### src/rtl/irq_route_pkg.sv
package irq_route_pkg;
  localparam int WORD_W     = 16;
  localparam int BANK_SRC   = 16;
  localparam int CODE_W     = 3;
  localparam int ROUTE_WRDS = 4;

  // Space 0 offsets
  localparam logic [5:0] ADR_STAT_A  = 6'h00;
  localparam logic [5:0] ADR_ROUTE_A = 6'h04;
  localparam logic [5:0] ADR_ROUTE_B = 6'h06;
  localparam logic [5:0] ADR_EN_A    = 6'h0C;
  localparam logic [5:0] ADR_ROUTE_C = 6'h1C;
  localparam logic [5:0] ADR_ROUTE_D = 6'h1E;
  // Space 1 offsets
  localparam logic [5:0] ADR_STAT_B  = 6'h00;
  localparam logic [5:0] ADR_EN_B    = 6'h06;
  localparam logic [5:0] ADR_WIN0    = 6'h20;

  // Packed field location: word*WORD_W + lsb, or -1 when the source is fixed.
  function automatic int field_pos(input int bank, input int idx);
    if (bank == 0) begin
      case (idx)
        0: return 0;
        1: return 3;
        2: return 6;
        3: return 9;
        8: return 12;
        9: return WORD_W + 0;
        11: return WORD_W + 6;
        12: return WORD_W + 9;
        default: return -1;
      endcase
    end else begin
      case (idx)
        0: return 2*WORD_W + 0;
        1: return 2*WORD_W + 3;
        3: return 2*WORD_W + 6;
        4: return 2*WORD_W + 9;
        5: return 2*WORD_W + 12;
        6, 7, 8, 9, 10: return 3*WORD_W + (idx - 6) * 3;
        default: return -1;
      endcase
    end
  endfunction

  function automatic int default_code(input int bank, input int idx);
    if (bank == 0 && idx == 2) return 1;
    if (bank == 1 && idx == 0) return 2;
    if (bank == 1 && idx == 2) return 3;
    return 0;
  endfunction

  function automatic logic [WORD_W-1:0] route_reset(input int word);
    logic [WORD_W-1:0] v;
    int p;
    v = '0;
    for (int b = 0; b < 2; b++) begin
      for (int i = 0; i < BANK_SRC; i++) begin
        p = field_pos(b, i);
        if (p >= 0 && (p / WORD_W) == word)
          v = v | (WORD_W'(default_code(b, i)) << (p % WORD_W));
      end
    end
    return v;
  endfunction
endpackage

### src/rtl/irq_route_regs.sv
module irq_route_regs
  import irq_route_pkg::*;
#(
  parameter int W      = WORD_W,
  parameter int N_LINE = 5,
  parameter int AW     = 6,
  parameter int N_RW   = ROUTE_WRDS
) (
  input  logic                       clk,
  input  logic                       rst,
  input  logic [W-1:0]               raw1,
  input  logic [W-1:0]               raw2,
  input  logic                       sel,
  input  logic [AW-1:0]              addr,
  input  logic                       wr,
  input  logic                       rd,
  input  logic [W-1:0]               wdata,
  input  logic [N_LINE-1:0][W-1:0]   win_view,
  output logic [W-1:0]               stat1,
  output logic [W-1:0]               stat2,
  output logic [W-1:0]               en1,
  output logic [W-1:0]               en2,
  output logic [N_RW-1:0][W-1:0]     route,
  output logic [W-1:0]               rdata
);
  logic [W-1:0] rd_next;

  always_comb begin
    rd_next = '0;
    if (!sel) begin
      case (addr)
        AW'(ADR_STAT_A):  rd_next = stat1;
        AW'(ADR_ROUTE_A): rd_next = route[0];
        AW'(ADR_ROUTE_B): rd_next = route[1];
        AW'(ADR_EN_A):    rd_next = en1;
        AW'(ADR_ROUTE_C): rd_next = route[2];
        AW'(ADR_ROUTE_D): rd_next = route[3];
        default:          rd_next = '0;
      endcase
    end else begin
      if (addr == AW'(ADR_STAT_B)) rd_next = stat2;
      if (addr == AW'(ADR_EN_B))   rd_next = en2;
      for (int l = 0; l < N_LINE; l++) begin
        if (addr == AW'(int'(ADR_WIN0) + 2*l)) rd_next = win_view[l];
      end
    end
  end

  always_ff @(posedge clk) begin
    if (rst) begin
      stat1 <= '0;
      stat2 <= '0;
      en1   <= '0;
      en2   <= '0;
      rdata <= '0;
      for (int k = 0; k < N_RW; k++) route[k] <= route_reset(k);
    end else begin
      stat1 <= raw1;
      stat2 <= raw2;
      if (wr) begin
        if (!sel) begin
          case (addr)
            AW'(ADR_ROUTE_A): route[0] <= wdata;
            AW'(ADR_ROUTE_B): route[1] <= wdata;
            AW'(ADR_EN_A):    en1      <= wdata;
            AW'(ADR_ROUTE_C): route[2] <= wdata;
            AW'(ADR_ROUTE_D): route[3] <= wdata;
            default: ;
          endcase
        end else if (addr == AW'(ADR_EN_B)) begin
          en2 <= wdata;
        end
      end
      if (rd) rdata <= rd_next;
    end
  end
endmodule

### src/rtl/irq_route_map.sv
module irq_route_map
  import irq_route_pkg::*;
#(
  parameter int W      = WORD_W,
  parameter int N_SRC  = BANK_SRC,
  parameter int N_LINE = 5,
  parameter int CW     = CODE_W,
  parameter int N_RW   = ROUTE_WRDS
) (
  input  logic [2*N_SRC-1:0]              eff,
  input  logic [N_RW-1:0][W-1:0]          route,
  output logic [N_LINE-1:0][2*N_SRC-1:0]  req
);
  localparam int N_ALL = 2 * N_SRC;

  for (genvar g = 0; g < N_ALL; g++) begin : g_src
    localparam int POS = field_pos(g / N_SRC, g % N_SRC);
    logic [CW-1:0] code;
    if (POS >= 0) begin : g_field
      assign code = route[POS / W][(POS % W) +: CW];
    end else begin : g_fixed
      assign code = CW'(default_code(g / N_SRC, g % N_SRC));
    end
    for (genvar l = 0; l < N_LINE; l++) begin : g_line
      assign req[l][g] = eff[g] && (code == CW'(l));
    end
  end
endmodule

### src/rtl/irq_route_pick.sv
module irq_route_pick #(
  parameter int N_LINE = 5,
  parameter int N_IN   = 32,
  parameter int IDX_W  = $clog2(N_IN)
) (
  input  logic [N_LINE-1:0][N_IN-1:0]   req,
  output logic [N_LINE-1:0]             hit,
  output logic [N_LINE-1:0][IDX_W-1:0]  idx
);
  for (genvar l = 0; l < N_LINE; l++) begin : g_line
    logic             hit_l;
    logic [IDX_W-1:0] idx_l;
    always_comb begin
      hit_l = 1'b0;
      idx_l = '0;
      for (int i = N_IN - 1; i >= 0; i--) begin
        if (req[l][i]) begin
          hit_l = 1'b1;
          idx_l = IDX_W'(i);
        end
      end
    end
    assign hit[l] = hit_l;
    assign idx[l] = idx_l;
  end
endmodule

### src/rtl/irq_route_unit.sv
module irq_route_unit
  import irq_route_pkg::*;
#(
  parameter int W      = WORD_W,
  parameter int N_SRC  = BANK_SRC,
  parameter int N_LINE = 5,
  parameter int AW     = 6
) (
  input  logic              clk,
  input  logic              rst,
  input  logic [W-1:0]      bank1_raw_i,
  input  logic [W-1:0]      bank2_raw_i,
  input  logic              bus_sel_i,
  input  logic [AW-1:0]     bus_addr_i,
  input  logic              bus_wr_i,
  input  logic              bus_rd_i,
  input  logic [W-1:0]      bus_wdata_i,
  output logic [W-1:0]      bus_rdata_o,
  output logic [N_LINE-1:0] cpu_irq_o
);
  localparam int N_ALL = 2 * N_SRC;
  localparam int IDX_W = $clog2(N_ALL);

  logic [W-1:0]                 stat1_w, stat2_w, en1_w, en2_w;
  logic [ROUTE_WRDS-1:0][W-1:0] route_w;
  logic [N_ALL-1:0]             eff_w;
  logic [N_LINE-1:0][N_ALL-1:0] req_w;
  logic [N_LINE-1:0]            hit_w;
  logic [N_LINE-1:0][IDX_W-1:0] idx_w;
  logic [N_LINE-1:0][W-1:0]     win_next, win_q;

  irq_route_regs #(.W(W), .N_LINE(N_LINE), .AW(AW), .N_RW(ROUTE_WRDS)) u_regs (
    .clk(clk), .rst(rst), .raw1(bank1_raw_i), .raw2(bank2_raw_i),
    .sel(bus_sel_i), .addr(bus_addr_i), .wr(bus_wr_i), .rd(bus_rd_i),
    .wdata(bus_wdata_i), .win_view(win_q), .stat1(stat1_w), .stat2(stat2_w),
    .en1(en1_w), .en2(en2_w), .route(route_w), .rdata(bus_rdata_o)
  );

  assign eff_w = {stat2_w[N_SRC-1:0] & en2_w[N_SRC-1:0],
                  stat1_w[N_SRC-1:0] & en1_w[N_SRC-1:0]};

  irq_route_map #(.W(W), .N_SRC(N_SRC), .N_LINE(N_LINE), .CW(CODE_W),
                  .N_RW(ROUTE_WRDS)) u_map (
    .eff(eff_w), .route(route_w), .req(req_w)
  );

  irq_route_pick #(.N_LINE(N_LINE), .N_IN(N_ALL), .IDX_W(IDX_W)) u_pick (
    .req(req_w), .hit(hit_w), .idx(idx_w)
  );

  always_comb begin
    for (int l = 0; l < N_LINE; l++) begin
      win_next[l]            = '0;
      win_next[l][W-1]       = hit_w[l];
      win_next[l][IDX_W-1:0] = idx_w[l];
    end
  end

  always_ff @(posedge clk) begin
    if (rst) begin
      cpu_irq_o <= '0;
      win_q     <= '0;
    end else begin
      for (int l = 0; l < N_LINE; l++) cpu_irq_o[l] <= |req_w[l];
      win_q <= win_next;
    end
  end
endmodule

### config.mk
export PLATFORM = sky130hd
export DESIGN_NAME = irq_route_unit
export DESIGN_NICKNAME = d
export VERILOG_FILES = /design/src/rtl/irq_route_pkg.sv /design/src/rtl/irq_route_regs.sv /design/src/rtl/irq_route_map.sv /design/src/rtl/irq_route_pick.sv /design/src/rtl/irq_route_unit.sv
export SDC_FILE = /design/constraint.sdc
export NUM_CORES = 1
export LEC_CHECK = 0
export ABC_AREA = 1
export BUFFER_PORTS_ARGS = -buffer_cell sky130_fd_sc_hd__clkbuf_2
export CORE_UTILIZATION = 55
export DETAILED_ROUTE_END_ITERATION = 12
export GPL_TIMING_DRIVEN = 0
export PLACE_DENSITY = 0.74
export SYNTH_ARGS = -nofsm -noshare
export SYNTH_HDL_FRONTEND = slang
export SYNTH_SLANG_ARGS = --single-unit
### constraint.sdc
create_clock -name clk -period 9.3 [get_ports clk]
set_clock_uncertainty 0.15 [all_clocks]
set_input_delay 1.86 -clock clk [delete_from_list [all_inputs] [get_ports clk]]
set_output_delay 1.86 -clock clk [all_outputs]
set_load 0.05 [all_outputs]
Yosys cells after proc, flatten, opt, wreduce, memory -nomap -nowiden

Index checks and enable logic that the tools add are counted.
Widths: inputs -> output; s select.

Bitwise gates (word level): 146
Equal/unequal tests: 140
Magnitude comparators: 19
$add $sub $neg: 19
Reductions and logical operators: 264
Shift-type cells: 29
Mux-type cells: 550

Operator list:

| cell                  | count |
|---|---|
| $mux 16               | 288 |
| $or 16x16->16         | 124 |
| $eq 32x3->1 const B   | 38 |
| $add 32x1->32         | 19 |
| $eq 32x2->1 const B   | 19 |
| $ge 32x1->1 const B   | 19 |
| $logic_not 32->1      | 19 |
| $mux 32               | 19 |
| $shl 1x32->16 const A | 17 |
| $mux 5                | 99 |
| $shl 16x32->16        | 12 |
| $mux 64               | 3 |
| $logic_and 1x1->1     | 166 |
| $mux 1                | 132 |
| $eq 3x2->1 const B    | 36 |
| $pmux 16 s6           | 1 |
| $reduce_or 4->1       | 19 |
| $eq 3x1->1 const B    | 18 |
| $eq 3x3->1 const B    | 18 |
| $logic_not 3->1       | 18 |
| $reduce_or 18->1      | 3 |
| $reduce_or 9->1       | 5 |
| $and 16x16->16        | 2 |
| $reduce_or 8->1       | 4 |
| 17 further kinds      | 69 |

Input bits: 59
Register bits after elaboration: 229
Logic and storage cells: 1212
Output and inout bits: 21

Longest topological paths before layout

Gate-level depths: netlist of run 1.

Depth after elaboration: 102
Depth in mapped cells: 28
Depth with buffers taken out: 28

Modules after synthesis

A second synthesis of run 1 with hierarchy kept.

Cell total of the unflattened synthesis: 2025
Area total of the unflattened synthesis: 12263.0 um2

Modules (own cells, without submodules):

| module         | times used | seq. area each (um2) | cells an instance | area each (um2) |
|---|---|---|---|---|
| irq_route_regs | 1          | 3523.4               | 858               | 6697.7 |
| irq_route_pick | 1          | 0.0                  | 520               | 2235.9 |
| irq_route_unit | 1          | 700.7                | 324               | 1809.2 |
| irq_route_map  | 1          | 0.0                  | 323               | 1520.2 |

Least setup slack after synthesis of run 1

No wires, ideal clock.

Kind: input port to flip-flop
Start: input bus_addr_i[0]
End: register u_regs.route[0] (netlist name) (enable)
Stages on the path: 5
Data required time: 8.739 ns
Data arrival time: 3.718 ns
Path slack: 5.020 ns
Library setup time: 0.411 ns
Path through: nor2_4 > nand2_1 > nor2_2 > inv_2 > o21ai_0

Word-level cells in the longest chain between the ends: 3

Ends and longest elaborated chain:

| item                               | line                 | source |
|---|---|---|
| start, declared                    | irq_route_unit.sv:14 | `input logic [AW-1:0] bus_addr_i,` |
| $eq 6x3->1                         | irq_route_regs.sv:62 | `case (addr)` |
| $reduce_bool 2->1 (no source line) | n/a                  |  |
| $reduce_and 3->1 (no source line)  | n/a                  |  |
| end, declared                      | irq_route_regs.sv:23 | `output logic [N_RW-1:0][W-1:0] route,` |

Every way passes these cells.
A chain may end at the register's enable or synchronous reset.

Worst setup path after layout of run 1

Start: input bus_addr_i[0]
End: register u_regs.rdata[12]

Word-level cells in the longest chain between the ends: 9

Ends and longest elaborated chain:

| item                 | line                                       | source |
|---|---|---|
| $logic_not 6->1      | irq_route_regs.sv:31, irq_route_regs.sv:41 |  |
| $mux 16              | irq_route_regs.sv:41                       | `if (addr == AW'(ADR_STAT_B)) rd_next = stat2;` |
| $mux 16              | irq_route_regs.sv:42                       | `if (addr == AW'(ADR_EN_B)) rd_next = en2;` |
| $mux 16 (5 in a row) | irq_route_regs.sv:44                       | `if (addr == AW'(int'(ADR_WIN0) + 2*l)) rd_next = win_view[l];` |
| $mux 16 *            | irq_route_regs.sv:30                       | `if (!sel) begin` |
| end signal, assigned | irq_route_regs.sv:74                       | `if (rd) rdata <= rd_next;` |
| end, declared        | irq_route_regs.sv:24                       | `output logic [W-1:0] rdata` |

Mark *: on every way between the ends. The rest lies on a longest branch, timed or not.

==> results of run 1 <==
## synthesized netlist by cell type (all sizes together), types with 5 or more instances
library cell    n  area share
a221oi          6      0.0061
o21ai          77       0.045
nor2          168       0.077
a31oi           7      0.0051
nand4          30       0.022
nor3           70       0.043
inv           162       0.071
a22oi          14       0.012
nand2         213       0.094
nand3          40       0.024
a21oi          94       0.055
clkbuf         22      0.0096
o221ai          7      0.0071
nor4            5      0.0036
dfxtp         115        0.27
buf            13      0.0082
edfxtp         64        0.22
o22ai           5      0.0036
## where the power goes
part	internal (mW)	total [mW]	switching [mW]	leakage, nW
Clock	0.401	0.733	0.331	0.301
Sequential	0.849	0.879	0.0301	1.56
Combinational	0.0323	0.125	0.0927	2.60
## per-layer routing
metal  GRT usage  up-vias  share of wire
li1            -     4006              -
met1      0.5336     3941           0.39
met2      0.6209      626           0.44
met3     0.08501      113           0.11
met4      0.2136        0          0.056
met5           0        -              0
## worst max-delay path, stage by stage
cell	delay, ps
clkbuf_2	130
nor2_4	310
nand2_1	190
nor2_1	650
buf_2	430
a22oi_1	230
o221ai_1	120
o21ai_1	170
a21oi_1	210
## cell families (layout without fill, tap and decap cells)
group / count (synthesis) / after routing
AOI/OAI and AO/OA: 229 / 229
buffers and inverters: 198 / 311
DFF: 179 / 179
other: 0 / 1
and+or+nand+nor: 531 / 531
## registers in the layout, indices dropped and copies added, names as in the netlist
name          cells
u_regs.en1       16
u_regs.en2       16
u_regs.stat1     16
u_regs.route     64
u_regs.rdata     16
cpu_irq_o         5
u_regs.stat2     16
win_q            30
## worst paths after layout
path | end | slack, ps | depth (start not counted)
setup / recovery | u_regs.rdata[12] | 5200 | 9
hold / removal | u_regs.rdata[1] | 320 | 2
setup reg to reg | win_q[0] | 6920 | 24
hold reg to reg | u_regs.rdata[1] | 320 | 2
## cell type report
cell class                      count  area, µm²
Fill cell                        1380       5319
Sequential cell                   179       4224
Multi-Input combinational cell    760       3615
Inverter                          163      614.3
Clock buffer                       19      464.2
Timing Repair Buffer               81      445.4
Tap cell                          188      235.2
Buffer                             35      152.6
Clock inverter                     13      130.1
Antenna cell                        1      2.502
## per-stage QoR
stage	total power [mW]	instances	setup WS, ps
2_1_floorplan	0.9529	1137	5020
3_3_place_gp	1.010	1402	3370
4_1_cts	1.727	1438	5351
3_5_place_dp	1.015	1406	4909
5_1_grt	1.780	1438	5110
6_report	1.737	1439	5200
==> impl_metrics.csv, run 1 <==
group,metric,value,unit
run_status,outcome,"finished, final reports clean",
pwr,power_density,175.7,nW/µm²
logic_synthesis,synth_xor_area_frac,0,
floorplanning,io-pin-count,80,
floorplanning,start_util,0.5651,
cts,htreeDepth,4,
logic_synthesis,synth-main-ff-cell,"dfxtp_1",
place,gp_congestion,1.033,
global_route,grt_pass1_wl,45.91,mm
hold_path,holdCritStartpoint,"u_regs.rdata[1]",
timing,whs,316.0,ps
cts,holdBufCountCts,0,
timing,tightestPinTransition,828.6,ps
route,drt_iter0_drc,1140,
cts,clock_latency,440,ps
timing,rsz0062_at_grt,"no",
worst_setup_path,cp_max_fo,10,
logic_synthesis,synthArstFlopShare,0,
cts,ctsResizeCount,0,
floorplanning,num_rows,45,
floorplanning,fp.dieH,127.0,µm
global_route,grt_antenna_before_repair,0,
floorplanning,die_area,16120,µm²
pwr,vdd_drop_max,127.8,µV
timing,fin_crit_sh,0.4409,
global_route,grt_max_degree,18,
route,wire_per_inst,22.08,µm
logic_synthesis,synth_edf_count,64,
cts,clock_path_buffers,2,
cts,cts-buffers-inserted,17,
global_route,grt_pass1_vias,7678,
route,viasPerCell,6.036,
finish,most-common-layout-cells,"nand2_1, nor2_1, inv_1",
timing,fmax,243.9,MHz
logic_synthesis,synth-simple-area-share,0.2665,
worst_setup_path,crit_required,9520,ps
timing,finalCriticalPeriod,4100,ps
worst_setup_path,arrival,4320,ps
finish,design_area,9883,µm²
timing,max-slew-margin-rel,0.4476,
route,drc_errors,0,
timing,hold_viol,0,
timing,fin_setup_tns,0,ps
cts,cts_tree,"built",
place,port_buffers,77,
logic_synthesis,synthAdderAreaFrac,0,
worst_setup_path,cp-end-kind,"flop",
cts,cts.sinks,179,
global_route,grtUsageTotal,0.4023,
worst_setup_path,r2r_start,"u_regs.route[60]",
cts,clkTransAtPathRegs,70,ps
finish,fin_nets,1296,
logic_synthesis,synth-compound-area-share,0.1525,
logic_synthesis,synth_cell_types,44,
route,vias,8686,
logic_synthesis,synth_top_family_by_area,"simple AND/OR/NAND/NOR gates",
logic_synthesis,seq_area_frac_synth,0.4917,
logic_synthesis,synth_area,8591,µm²
logic_synthesis,synth_seq_cells,179,
finish,drive_gt1_frac,0.1248,
route,postRouteAntennaNets,0,
logic_synthesis,avgSynthCellArea,7.556,µm²
logic_synthesis,syn_inst,1137,
logic_synthesis,yosys_warnings,0,
global_route,grt_overflow,0,
pwr,leakage,4.460,nW
finish,utilization,0.6501,
place,hpwl,24.99,mm
timing,drv_slew,0,
logic_synthesis,syn-num-nets,1196,
floorplanning,core,15200,µm²
timing,setup_viol_count_final,0,
cts,cts_setup_buffers,0,
route,routed_wl,31.78,mm
worst_setup_path,crit_path_start,"bus_addr_i[0]",
cts,clockRootBuffer,"clkbuf_16",
route,firstDrtPassIters,6,
hold_path,hp-class,"reg -> reg",
place,placed_area,9286,µm²
logic_synthesis,synthMuxAreaShare,0,
worst_setup_path,critPathKind,"in -> reg",
run,maxCapViolations,0,
floorplanning,fp.dieW,127.0,µm
finish,mostFrequentLayoutCell,"nand2_1",
worst_setup_path,startpoint_type,"input pin",
finish,area_delta_synth_final,15.05,%
Note: power is estimated with default switching activity, not from simulation.
==> inputs of run 2 (changes only) <==
CORE_UTILIZATION = 54   (was 55)
PLACE_DENSITY = 0.75   (was 0.74)
clock period = 3.5 ns   (was 9.3 ns; I/O delays follow)
==> run 2 against run 1 <==
  * Clock power grew to 2.6 times the previous value
  * Total power grew to 2.6 times the previous value
  * Combinational power grew to 2.7 times the previous value
  * Cell count grew 1.5%
  * Worst hold slack lost 38 ps
  * First-iteration DRC count shrank 6.1%
  * Sequential cell count is the same
  * Sequential share of layout area shrank 0.070 points
  * Critical path depth shrank 2
  * Setup slack lost 4500 ps
  * Utilization shrank 0.61 points
  * Critical path type unchanged
  * Highest routed layer unchanged
==> impl_metrics.csv, run 2 (same netlist as run 1, synthesis figures left out) <==
group,metric,value,unit
run_status,outcome,"finished, final reports clean",
hold_path,hold_end,"u_regs.stat1[9]",
finish,mostFrequentLayoutCell,"nand2_1",
route,drc_errors,0,
global_route,grtUsageTotal,0.4084,
pwr,vdd_drop_max,534.9,µV
floorplanning,start_util,0.5589,
route,firstDrtPassIters,6,
worst_setup_path,cp_max_fo,10,
finish,largestRegisters,"u_regs.route: 64 flops, win_q: 30 flops",
worst_setup_path,r2r_slack,1030,ps
cts,holdBufCountCts,0,
route,wire_per_inst,22.23,µm
floorplanning,fp.dieH,128.1,µm
worst_setup_path,r2r_end,"win_q[0]",
finish,most-common-layout-cells,"nand2_1, nor2_1, inv_1",
global_route,grt_pass1_wl,46.78,mm
worst_setup_path,arrival,2850,ps
worst_setup_path,ff2ff_path_depth,25,
worst_setup_path,cpPeakStageDelay,560,ps
route,routed_wl,32.48,mm
timing,finalCriticalPeriod,2844,ps
worst_setup_path,critical_path_cell_count,7,
pwr,power_density,460.9,nW/µm²
cts,cts.sinks,179,
route,drt_iter0_drc,1070,
hold_path,whs_path_depth,3,
finish,n_antenna_cell,0,
route,postRouteAntennaNets,0,
timing,fin_crit_sh,0.8125,
worst_setup_path,r2r_start,"u_regs.en2[10]",
finish,fin_nets,1296,
worst_setup_path,critPathKind,"in -> reg",
worst_setup_path,path_cells,"clkbuf_2 > nor2_4 > nand2_1 > nor2_2 > inv_2 > o21ai_2 > buf_8",
pwr,p_seq_frac,0.512,
global_route,grt_max_degree,19,
pwr,switchingPower,1.256,mW
cts,cts-buffers-inserted,17,
timing,hold_viol,0,
timing,fin_setup_tns,0,ps
hold_path,hp-class,"in -> reg",
floorplanning,io-pin-count,80,
worst_setup_path,startpoint_type,"input pin",
cts,clock_latency,450,ps
worst_setup_path,cp_top_family,"simple AND/OR/NAND/NOR gates",
cts,cts_tree,"built",
place,gp_congestion,1.022,
place,hpwl,25.59,mm
cts,cts_setup_buffers,0,
pwr,clkPwrFrac,0.415,
pwr,leakage,4.438,nW
pwr,p_int,3.307,mW
cts,ctsResizeCount,0,
pwr,comb_power_share,0.073,
timing,rsz0062_at_grt,"no",
finish,drive_gt1_frac,0.1256,
floorplanning,fp.dieW,128.1,µm
worst_setup_path,critPathSlowestCell,"o21ai_2",
floorplanning,num_rows,45,
cts,clockRootBuffer,"clkbuf_16",
cts,clock_path_buffers,2,
finish,top_register,"u_regs.route",
timing,tightestPinTransition,910.5,ps
global_route,grt_pass1_vias,7718,
worst_setup_path,cp-end-kind,"flop",
cts,clkTransAtPathRegs,70,ps
timing,drv_slew,0,
global_route,grt_antenna_before_repair,0,
worst_setup_path,crit_path_start,"bus_addr_i[0]",
worst_setup_path,crit_buf_inv,3,
route,viasPerCell,5.909,
place,dp_slack,305.2,ps
place,port_buffers,77,
global_route,grt_overflow,0,
finish,largest_reg_flops,64,
timing,fmax,351.7,MHz
worst_setup_path,crit_required,3510,ps
hold_path,holdCritStartpoint,"bank1_raw_i[9]",
timing,setup_viol_count_final,0,
floorplanning,core,15370,µm²
run,maxCapViolations,0,
floorplanning,die_area,16420,µm²
timing,fin_ws,656.4,ps
timing,max-slew-margin-rel,0.3930,
cts,htreeDepth,4,
finish,area_delta_synth_final,15.23,%
route,vias,8633,
pwr,swShare,0.2752,
run 2: changes by cell type in the layout (fill, tap and decap cells not counted), moves of 2 or more:
cell,previous run,this run
clkinv_4,0,2
clkinv_8,0,2
clkinvlp_4,0,3
inv_4,3,1
inv_6,7,0
inv_8,2,6
run 2: through the flow:
stage / hold WS [ps] / util / cell area [µm²] / instances / total power, mW
2_1_floorplan: 342.5 / - / 8591 / 1137 / 2.532
3_3_place_gp: 303.7 / 0.6011 / 9240 / 1425 / 2.688
3_5_place_dp: 306.2 / 0.6060 / 9315 / 1429 / 2.700
4_1_cts: 279.6 / 0.6440 / 9899 / 1461 / 4.539
5_1_grt: 279.2 / 0.6440 / 9899 / 1461 / 4.661
6_report: 278.1 / 0.6440 / 9899 / 1461 / 4.563
run 2: final cells by class:
| type | instances | area, µm² |
|---|---|---|
| clock buffers | 18 | 439.2 |
| flip-flops and latches | 179 | 4224 |
| repair buffers | 81 | 445.4 |
| fillers | 1438 | 5472 |
| inverters | 163 | 614.3 |
| plain buffers | 35 | 152.6 |
| multi-input cells | 760 | 3615 |
| well taps | 211 | 264.0 |
| clock inverters | 14 | 145.1 |
run 2: worst max path at each step:
stage               slack [ps]                to
detailed placement         310  u_regs.route[12]
finish                     660   u_regs.route[6]
global placement         -1310  u_regs.route[12]
floorplan                  380   u_regs.route[0]
CTS                        760  u_regs.route[10]
global route               620  u_regs.route[10]
run 2: tightest hold or removal path, delay by kind of cell:
family | cells | cell delay [ps]
buffers and inverters | 2 | 120
and+or+nand+nor | 1 | 30
run 2: power by group through the flow:
| stage | Clock [mW] | Combinational [mW] | Sequential (mW) |
|---|---|---|---|
| 6_report | 1.89 | 0.333 | 2.34 |
| 3_5_place_dp | 0 | 0.323 | 2.38 |
| 5_1_grt | 1.96 | 0.355 | 2.34 |
| 4_1_cts | 1.88 | 0.325 | 2.33 |
| 3_3_place_gp | 0 | 0.310 | 2.38 |
| 2_1_floorplan | 0 | 0.153 | 2.38 |
run 2: layer usage:
layer / routed length [µm] / global-route usage / vias up
met4: 1851 / 0.2298 / 0
met1: 12670 / 0.5252 / 3907
met3: 4011 / 0.1227 / 121
li1: - / - / 4014
met2: 13940 / 0.6132 / 591
met5: 0 / 0 / -
==> inputs of run 3 (changes only) <==
clock period = 2.45 ns   (was 3.5 ns; I/O delays follow)
==> run 3 against run 2 <==
  * First-iteration DRC count is 18% higher
  * Die area stayed put
  * Clock power is 50% higher
  * Sequential share of layout area is 0.73 points lower
  * Sequential cell count stayed put
  * Wire length is 0.69% lower
  * Final area is 1.9% higher
  * Sequential power is 43% higher
  * Non-clock buffer count is 7 higher
  * Clock-buffer cell count stayed put
  * Register-to-register slack worse by 910 ps
  * Setup slack worse by 650 ps
  * Critical path type unchanged
==> impl_metrics.csv, run 3 (same netlist as run 1, synthesis figures left out) <==
group,metric,value,unit
pwr,p_int,4.862,mW
cts,clkTransAtPathRegs,70,ps
global_route,grt_pass1_vias,7993,
route,routed_wl,32.25,mm
timing,drv_slew,0,
worst_setup_path,crit_buf_inv,2,
cts,cts_tree,"built",
worst_setup_path,crit_path_start,"bus_addr_i[0]",
worst_setup_path,critPathSlowestCell,"nor2_2",
place,placed_area,9300,µm²
worst_setup_path,path_cells,"clkbuf_2 > nor2_4 > nand2_1 > nor2_2 > buf_2 > a22oi_1 > o221ai_1 > o21ai_1 > a21oi_1",
worst_setup_path,startpoint_type,"input pin",
global_route,grt_overflow,0,
timing,tightestPinTransition,1007,ps
pwr,switchingPower,1.797,mW
finish,mostFrequentLayoutCell,"nand2_1",
finish,top_register,"u_regs.route",
finish,drive_gt1_frac,0.1448,
hold_path,holdCritStartpoint,"bank2_raw_i[5]",
route,postRouteAntennaNets,0,
place,dp_slack,-795.0,ps
hold_path,hp-class,"in -> reg",
route,vias,8685,
floorplanning,die_area,16420,µm²
worst_setup_path,crit_required,2690,ps
timing,max-slew-margin-rel,0.3285,
route,viasPerCell,5.916,
worst_setup_path,critPathKind,"in -> reg",
floorplanning,io-pin-count,80,
worst_setup_path,arrival,2680,ps
timing,fmax,408.9,MHz
global_route,grt_max_degree,19,
cts,htreeDepth,4,
worst_setup_path,cpPeakStageDelay,450,ps
cts,cts.sinks,179,
timing,setup_viol_count_final,0,
cts,clock_path_buffers,2,
place,gp_congestion,1.012,
timing,fin_setup_tns,0,ps
pwr,clkPwrFrac,0.425,
floorplanning,fp.dieW,128.1,µm
timing,hold_viol,0,
floorplanning,num_rows,45,
run_status,outcome,"finished, final reports clean",
worst_setup_path,cp_top_family,"simple AND/OR/NAND/NOR gates",
pwr,p_seq_frac,0.501,
timing,fin_crit_sh,0.9981,
worst_setup_path,cp_max_fo,10,
finish,design_area,10090,µm²
route,drt_iter0_drc,1266,
worst_setup_path,r2r_start,"u_regs.route[46]",
floorplanning,core,15370,µm²
pwr,vdd_drop_max,543.4,µV
timing,finalCriticalPeriod,2445,ps
pwr,power_density,660.1,nW/µm²
finish,most-common-layout-cells,"nand2_1, nor2_1, inv_1",
place,place_inst,1428,
finish,area_delta_synth_final,17.42,%
route,wire_per_inst,21.97,µm
floorplanning,start_util,0.5589,
pwr,swShare,0.2699,
floorplanning,fp.dieH,128.1,µm
global_route,grtUsageTotal,0.4110,
route,firstDrtPassIters,8,
finish,fin_nets,1303,
global_route,grt_pass1_wl,47.24,mm
place,port_buffers,77,
run,maxCapViolations,0,
pwr,leakage,4.522,nW
global_route,grt_antenna_before_repair,0,
timing,whs,63.67,ps
finish,largestRegisters,"u_regs.route: 64 flops, win_q: 30 flops",
cts,cts-buffers-inserted,17,
pwr,comb_power_share,0.074,
place,hpwl,25.05,mm
cts,clock_latency,460,ps
finish,n_antenna_cell,0,
finish,largest_reg_flops,64,
cts,holdBufCountCts,0,
route,drc_errors,0,
worst_setup_path,cp-end-kind,"flop",
finish,finalNonFillerCells,1468,
cts,clockRootBuffer,"clkbuf_16",
timing,fin_ws,4.593,ps
[run 3: power by group through the flow]
stage               clock [mW]  sequential (mW)  combinational (mW)
finish                    2.83             3.34               0.492
global route              2.93             3.35               0.525
floorplan                    0             3.40               0.219
global placement             0             3.39               0.443
detailed placement           0             3.39               0.458
CTS                       2.82             3.33               0.471
[run 3: layer usage]
| layer | vias up | track usage | share of wire |
|---|---|---|---|
| li1 | 4026 | - | - |
| met1 | 3881 | 0.5226 | 0.39 |
| met2 | 615 | 0.6106 | 0.42 |
| met3 | 163 | 0.09933 | 0.11 |
| met4 | 0 | 0.3003 | 0.079 |
| met5 | - | 0 | 0 |
[run 3: path summary, 6_finish.rpt]
kind | cells past startpoint | slack, ps | to
hold reg to reg | 2 | 320 | u_regs.rdata[1]
setup reg to reg | 11 | 120 | win_q[48]
setup / recovery | 9 | 5 | u_regs.rdata[12]
hold / removal | 3 | 60 | u_regs.stat2[5]
[run 3: cell type report]
cell class / instances / area, µm²
Timing Repair Buffer: 88 / 515.5
Inverter: 163 / 618.1
Fill cell: 1365 / 5284
Tap cell: 211 / 264.0
Clock inverter: 14 / 157.7
Buffer: 35 / 155.1
Sequential cell: 179 / 4230
Multi-Input combinational cell: 760 / 3696
Clock buffer: 18 / 450.4
[run 3: worst reg2reg max path, stage by stage, from the launching register on]
cell and delay [ps]:
edfxtp_1 430, nor2_1 260, inv_1 130, nor3_1 490, nor2_1 110, o21ai_1 140
nand2_1 70, a21boi_1 140, o21bai_1 80, a21oi_1 130, nor2_1 50, nor2_1 90
[run 3: through the flow]
| step | util | power (mW) |
|---|---|---|
| floorplan | - | 3.617 |
| detailed placement | 0.6050 | 3.852 |
| global placement | 0.6014 | 3.835 |
| CTS | 0.6479 | 6.614 |
| finish | 0.6562 | 6.659 |
| global route | 0.6562 | 6.802 |
[run 3: what timing repair did]
action / 4_1_cts / 5_1_grt
setup endpoints to repair: 19 / 20
pin swaps: 1 / 2
resized for setup: 2 / 26
setup buffers: 2 / 6
